--- src/rtl/dl_msg_rx.sv ---
module dl_msg_rx #(
  parameter int DEPTH  = 64,
  parameter int HIST   = 10,
  parameter int THRESH = 7
) (
  input  logic       clk,
  input  logic       rst_n,
  input  logic       hdlc_en,
  input  logic       msg_en,
  input  logic [1:0] acc_mode,
  input  logic       bit_vld,
  input  logic       bit_in,
  input  logic       rd_en,
  output logic [7:0] rd_data,
  output logic       fifo_empty,
  output logic [6:0] fifo_level,
  output logic       fifo_ovf,
  output logic       msg_mode,
  output logic       code_vld,
  output logic [5:0] code
);
  localparam int AW = $clog2(DEPTH);
  localparam int CW = $clog2(HIST + 1);

  logic [15:0]   sh;
  logic [3:0]    ones;
  logic [5:0]    hist [HIST];
  logic [HIST-1:0] hv;
  logic [5:0]    last_code;
  logic          last_vld;
  logic [CW-1:0] hits;
  logic [7:0]    mem [DEPTH];
  logic [AW-1:0] wp, rp;

  wire [15:0] nsh   = {sh[14:0], bit_in};
  wire        ones8 = bit_in && (ones >= 4'd7);
  wire        flag  = (nsh[7:0] == 8'h7E);
  wire        cw    = bit_vld && msg_mode && (nsh[15:8] == 8'hFF) && !nsh[7] && !nsh[0];
  wire [5:0]  ncode = nsh[6:1];
  wire        novel = !last_vld || (last_code != ncode);
  wire        major = (32'(hits) + 1) >= THRESH;
  wire        accept = cw && (acc_mode == 2'd0 ? 1'b1 :
                              acc_mode == 2'd1 ? novel : (novel && major));
  wire        full  = (32'(fifo_level) == DEPTH);
  wire        wr    = accept && !full;
  wire        rd    = rd_en && !fifo_empty;
  wire        mode_d = !msg_en  ? 1'b0 :
                       !hdlc_en ? 1'b1 :
                       !bit_vld ? msg_mode :
                       msg_mode ? !(flag && !cw) : ones8;

  assign fifo_empty = (fifo_level == '0);
  assign rd_data    = mem[rp];

  always_comb begin
    hits = '0;
    for (int i = 0; i < HIST - 1; i++)
      if (hv[i] && hist[i] == ncode) hits = hits + CW'(1);
  end

  always_ff @(posedge clk or negedge rst_n) begin
    if (!rst_n) begin
      sh <= '0;
      ones <= '0;
      msg_mode <= 1'b0;
      hv <= '0;
      last_vld <= 1'b0;
      last_code <= '0;
      code_vld <= 1'b0;
      code <= '0;
      for (int i = 0; i < HIST; i++) hist[i] <= '0;
    end else begin
      msg_mode <= mode_d;
      code_vld <= accept;
      if (accept) code <= ncode;
      if (bit_vld) begin
        sh <= nsh;
        ones <= !bit_in ? 4'd0 : (ones == 4'd8) ? ones : ones + 4'd1;
      end
      if (!msg_mode) begin
        hv <= '0;
        last_vld <= 1'b0;
      end else if (cw) begin
        hist[0] <= ncode;
        for (int i = 1; i < HIST; i++) hist[i] <= hist[i-1];
        hv <= {hv[HIST-2:0], 1'b1};
        if (accept) begin
          last_code <= ncode;
          last_vld <= 1'b1;
        end
      end
    end
  end

  always_ff @(posedge clk or negedge rst_n) begin
    if (!rst_n) begin
      wp <= '0;
      rp <= '0;
      fifo_level <= '0;
      fifo_ovf <= 1'b0;
    end else begin
      if (wr) wp <= wp + AW'(1);
      if (rd) rp <= rp + AW'(1);
      fifo_level <= fifo_level + 7'(wr) - 7'(rd);
      if (accept && full) fifo_ovf <= 1'b1;
    end
  end

  always_ff @(posedge clk)
    if (wr) mem[wp] <= {2'b00, ncode};
endmodule

--- config.mk ---
export PLATFORM = sky130hd
export DESIGN_NAME = dl_msg_rx
export DESIGN_NICKNAME = d
export VERILOG_FILES = /design/src/rtl/dl_msg_rx.sv
export SDC_FILE = /design/constraint.sdc
export NUM_CORES = 1
export LEC_CHECK = 0
export ABC_AREA = 0
export CAP_MARGIN = 0
export CORE_ASPECT_RATIO = 0.75
export CORE_MARGIN = 2
export CORE_UTILIZATION = 61
export CTS_CLUSTER_DIAMETER = 50
export DETAILED_ROUTE_END_ITERATION = 7
export GPL_TIMING_DRIVEN = 0
export PLACE_DENSITY_LB_ADDON = 0.15
export SLEW_MARGIN = 20
export SYNTH_ARGS = -nofsm -noshare
export SYNTH_HDL_FRONTEND = slang
export SYNTH_SLANG_ARGS = --single-unit
--- constraint.sdc ---
create_clock -name clk -period 11.5 [get_ports clk]
set_input_delay 2.3 -clock clk [delete_from_list [all_inputs] [get_ports clk]]
set_output_delay 2.3 -clock clk [all_outputs]
set_load 0.01 [all_outputs]
Word level (Yosys, flattened, before mapping)
Memories as Yosys holds them, arrays and structs flattened.
Index checks and enable logic that the tools add are counted.
{"block": "totals", "register_bits": 117, "mem_bits_rw": 384, "in_bits": 9, "output_inout_bits": 25, "wordCells": 115, "memories": 1}
{"name": "mem", "depth": 64, "word_bits": 6, "rd": 1, "rd_clocked_by_memory_dff": 0, "write_ports": 1, "line": "32", "source": "logic [7:0] mem [DEPTH];"}
{"block": "op_classes", "add_sub_neg": 14, "n_lt_le_gt_ge": 2, "n_eq_ne": 19, "mux": 24, "reduce_logical": 34}
{"op": "== test 6 bit", "n": 9}
{"op": "two-way mux 4 bit", "n": 10}
{"op": "adder 4 x 1 -> 4 bit, second input constant", "n": 9}
{"op": "logical AND 1 bit", "n": 20}
{"op": "two-way mux 9 bit", "n": 2}
{"op": "adder 6 x 1 -> 6 bit, second input constant", "n": 2}
{"op": "two-way mux 1 bit", "n": 12}
{"op": "== test 8 x 7 -> 1 bit, second input constant", "n": 1}
{"op": "== test 8 bit, second input constant", "n": 1}
{"op": "adder 7 x 1 -> 7 bit", "n": 1}
{"op": "== test 7 bit, second input constant", "n": 1}
{"op": "zero test 1 bit", "n": 7}
{"op": "zero test 7 bit", "n": 1}
{"op": "subtractor 7 x 1 -> 7 bit", "n": 1}
{"op": "inequality test 6 bit", "n": 1}
{"op": "AND reduction 2 bit", "n": 3}
{"op": "adder 4 x 1 -> 5 bit, second input constant", "n": 1}
{"op": "greater-or-equal comparator 5 x 3 -> 1 bit, second input constant", "n": 1}
{"op": "== test 4 bit, second input constant", "n": 1}
{"op": "greater-or-equal comparator 4 x 3 -> 1 bit, second input constant", "n": 1}
{"op": "inequality test 2 x 1 -> 1 bit, second input constant", "n": 2}
{"op": "inequality test 3 x 2 -> 1 bit, second input constant", "n": 1}
{"op": "AND reduction 3 bit", "n": 1}
{"op": "== test 2 x 1 -> 1 bit, second input constant", "n": 1}
{"op": "3 further kinds", "n": 3}

Depth between registers and ports, before layout
{"block": "depth", "word_depth": 28, "mapped_depth": 41, "depth_no_buf": 38}

Worst setup path before layout
OpenSTA, ideal clock, no wires.
{"block": "synth_path", "path_kind": "register to register", "start": "register sh[2]", "end": "register fifo_level[6]", "arrival_time_ps": 8716, "required_time_ps": 11375, "slack_ps": 2659, "stages_incl_launch_ff": 39, "cell_sequence": "dfrtp_1 buf_2 buf_1 xnor2_1 nand2_1 or3_1 ha_1 xnor2_2 clkinv_1 ha_1 xnor2_1 o311ai_0 inv_1 ha_1 xor2_1 a31oi_1 o21ai_0 ha_1 [... 3 more ...] ha_1 xnor2_1 a211o_1 inv_1 o21ai_2 buf_2 ha_1 inv_1 ha_1 inv_1 fa_1 inv_1 a21oi_1 nor2_1 o21ai_0 a21oi_1 nor2_1 xnor2_1"}
{"block": "synth_between", "elab_chain_cells": 28}
{"item": "from (decl)", "line": "25", "source": "logic [15:0] sh;"}
{"item": "from (signal assigned)", "line": "77", "source": "sh <= nsh;"}
{"item": "== test 6 bit", "line": "58", "source": "if (hv[i] && hist[i] == ncode) hits = hits + CW'(1);"}
{"item": "logical AND 1 bit", "line": "58"}
{"item": "two-way mux 1 bit", "line": "58"}
{"item": "adder 4 x 1 -> 4 bit", "line": "58"}
{"item": "two-way mux 4 bit", "line": "58"}
{"item": "adder 4 x 1 -> 4 bit", "line": "58"}
{"item": "two-way mux 4 bit", "line": "58"}
{"item": "adder 4 x 1 -> 4 bit", "line": "58"}
{"item": "[... 12 more ...]"}
{"item": "greater-or-equal comparator 5 x 3 -> 1 bit", "line": "41", "source": "wire major = (32'(hits) + 1) >= THRESH;"}
{"item": "logical AND 1 bit", "line": "43", "source": "acc_mode == 2'd1 ? novel : (novel && major));"}
{"item": "two-way mux 1 bit (*)", "line": "43"}
{"item": "two-way mux 1 bit (*)", "line": "42", "source": "wire accept = cw && (acc_mode == 2'd0 ? 1'b1 :"}
{"item": "logical AND 1 bit (*)", "line": "42"}
{"item": "logical AND 1 bit (*)", "line": "45", "source": "wire wr = accept && !full;"}
{"item": "adder 7 x 1 -> 7 bit (*)", "line": "104", "source": "fifo_level <= fifo_level + 7'(wr) - 7'(rd);"}
{"item": "subtractor 7 x 1 -> 7 bit (*)", "line": "104"}
{"item": "to (signal assigned)", "line": "104"}
{"item": "to (decl)", "line": "16", "source": "output logic [6:0] fifo_level,"}
Mark *: on every way between the ends. The rest lies on a longest branch, timed or not.
A chain may end at the register's enable or synchronous reset.

Worst setup path in the final report
{"block": "layout_path", "start": "register sh[0]", "end": "register fifo_level[6]"}
Same word-level chain as after synthesis.

==> flow_summary.toml <==
[run_status]
outcome = "finished clean"

[flow_run]
cap_violations = 0

[setup_path]
crit_type = "flop to flop"
worst_path_max_delay_cell = "buf_1"
cp-start-kind = "flop"
cp_data_arrival_time_ns = 10.79
r2r_start = "sh[0]"
critPathLaunch = "sh[0]"
end_kind = "flop"
cpPeakStageDelay_ns = 0.68
worst_path_most_repeated_cell = "ha_1"
critPathRequiredTime_ns = 11.96
rr_worst_depth = 41
crit_fanout = 41

[detailed_routing]
drc_errors = 0
drt_first_iter_violations = 1356
via_count = 11460
drtPass1Iterations = 5
drt-total-wl_um = 47100
antenna_left = 0
viasPerCell = 6.400
wl_per_cell_um = 26.30

[clocking]
path_clk_slew_ns = 0.06
htree_levels = 2
clk_latency_ns = 0.59
cts-resized-gates = 0
numCtsBuffers = 48
cts-root-buf = "clkbuf_16"
cts_tree = "done"
clk_path_buf_depth = 3
cts.hold.buffers_added = 0
clock_sinks = 501
post-cts-setup-buffers = 0

[floorplanning]
die_h_um = 166.5
num_io_pins = 34
rows = 59
die_area_um2 = 36750
fp.dieW_um = 220.7
core_um2 = 34700
initial_core_util_pct = 61.92

[hold_path]
hold_path_depth = 1
min_from = "fifo_ovf"
min_path_type = "flop to flop"

[logic_synthesis]
yosys.area.top_type_share_pct = 53.68
yosys_most_used_dff = "edfxtp_1"
async_flop_share_pct = 23.35
ys_ff_latch = 501
synth_edf_count = 384
yosysMostFrequentCell = "edfxtp_1"
synth_cells = 1206
synth_warnings = 0
synth.avg_cell_area_um2 = 17.81
synth.cell_area_um2 = 21480
yosysTopAreaCell = "edfxtp_1"
ys_types = 64
yosys-top-cells-area = "edfxtp_1, dfrtp_1, mux4_2"
synth_common_cells = "edfxtp_1, mux4_2, dfrtp_1"
ys_seq_area_share_pct = 67.30

[finish]
final_cells = 1791
num-nets-final = 1330
drive_above_1_share_pct = 25.04
fill_cells = 2218
area_growth_pct = 12.29
diodes = 0

[timing]
fmax_mhz = 96.78
maxSlewHeadroom_pct = 25.96
skew_ns = 0.02289
min_period_ns = 10.33
worst_pin_slew_ns = 1.102
fin_crit_sh_pct = 89.85
finalHoldViolations = 0
slew_violations = 0
setup-violations-final = 0
rsz0062_at_grt = "false"
setup_tns_ns = 0

[place]
port_buffers = 31
dp_hpwl_um = 31700
placed_cells = 1702
globalplace.congestion = 0.8233

[power_and_ir_drop]
p_per_area_nw_per_um2 = 213.3
leakage_nw = 8.457
vdd_drop_max_mv = 0.1597

[global_route]
grt_pass1_wl_um = 71670
grt_usage_pct = 26.67
grt_max_degree = 73
first_global_vias = 11410
antenna_found_initial = 0
overflow = 0
## cells by family after synthesis
logic type | after synthesis | synth area share [%]
DFF | 501 | 67.30
muxes | 213 | 17.85
and+or+nand+nor | 206 | 4.956
xor gates and xnor gates | 103 | 4.584
buffers and inverters | 101 | 2.004
AOI/OAI and AO/OA | 55 | 1.736
adders and majority gates | 26 | 1.549
other | 1 | 0.01746
## report_power, final
group | leakage [nW] | internal [mW] | switching, mW | total [mW]
sequential | 5.04 | 2.07 | 0.0730 | 2.14
combinational | 2.63 | 0.686 | 0.727 | 1.41
clock | 0.782 | 0.903 | 0.688 | 1.59
## through the flow
step | hold slack [ns] | power [mW] | utilization, % | worst slack, ns | area [µm²]
after floorplan | 0.4576 | 3.079 | - | 2.659 | 21490
after global routing | 0.4949 | 5.332 | 69.53 | 0.6413 | 24120
after detailed placement | 0.4506 | 3.588 | 64.94 | 1.347 | 22530
final | 0.4670 | 5.146 | 69.53 | 1.167 | 24120
after CTS | 0.4689 | 5.163 | 69.51 | 1.279 | 24120
after global placement | 0.4422 | 3.551 | 64.47 | 0.4817 | 22370
## layer usage
| layer | track usage, % | up-vias | part of all wire [%] |
|---|---|---|---|
| met1 | 43.74 | 5965 | 45 |
| met4 | 5.449 | 2 | 1.7 |
| li1 | - | 4902 | - |
| met3 | 5.991 | 65 | 9.6 |
| met2 | 37.15 | 528 | 43 |
| met5 | 0 | - | 0.087 |
## flip-flops by register name (all words and copies together) (netlist names)
signal,flops
hist,54
ones,4
sh,15
last_vld,1
wp,6
msg_mode,1
hv,9
code,6
last_code,6
fifo_ovf,1
code_vld,1
rp,6
fifo_level,7
mem,384
## final timing paths
| check | to | slack, ns |
|---|---|---|
| max in group asynchronous | sh[1] | 9.10 |
| min reg2reg | fifo_ovf | 0.47 |
| min in group asynchronous | hist[42] | 1.66 |
| max reg2reg | fifo_level[6] | 1.17 |
| max | fifo_level[6] | 1.17 |
| min | fifo_ovf | 0.47 |
## final cells by class
class | count | area (µm²) | share of cell area (%)
clock buffers | 59 | 1262 | 5.233
repair buffers | 38 | 459.2 | 1.904
clock inverters | 30 | 321.6 | 1.333
well taps | 457 | 571.8 | 2.370
multi-input cells | 605 | 6609 | 27.40
plain buffers | 76 | 339.1 | 1.406
flip-flops and latches | 501 | 14470 | 59.97
inverters | 25 | 93.84 | 0.3890
## placed cells by master (no fill, tap or decap), types with 7 or more instances in the layout
cell type,n
clkdlybuf4s50_1,30
edfxtp_1,384
nand4_1,19
nor3_1,71
o21ai_0,16
buf_1,22
a21oi_1,9
buf_2,8
nand3_1,11
xor2_1,39
mux2_2,80
clkinv_1,7
clkinv_2,12
inv_1,24
dfrtp_1,111
clkbuf_1,44
ha_1,25
xnor2_1,57
buf_4,7
nand2_1,48
nor2_1,17
clkbuf_16,48
mux4_2,126
## critical path: cells and delay by family, from the launching register on
| family | cells | cell delay [ns] |
|---|---|---|
| adders and majority gates | 9 | 2.74 |
| DFF | 1 | 0.67 |
| muxes | 2 | 0.60 |
| AOI/OAI and AO/OA | 9 | 1.80 |
| xor gates and xnor gates | 5 | 1.09 |
| buffers and inverters | 11 | 2.39 |
| and+or+nand+nor | 5 | 0.83 |
(Power assumes the default switching activity.)
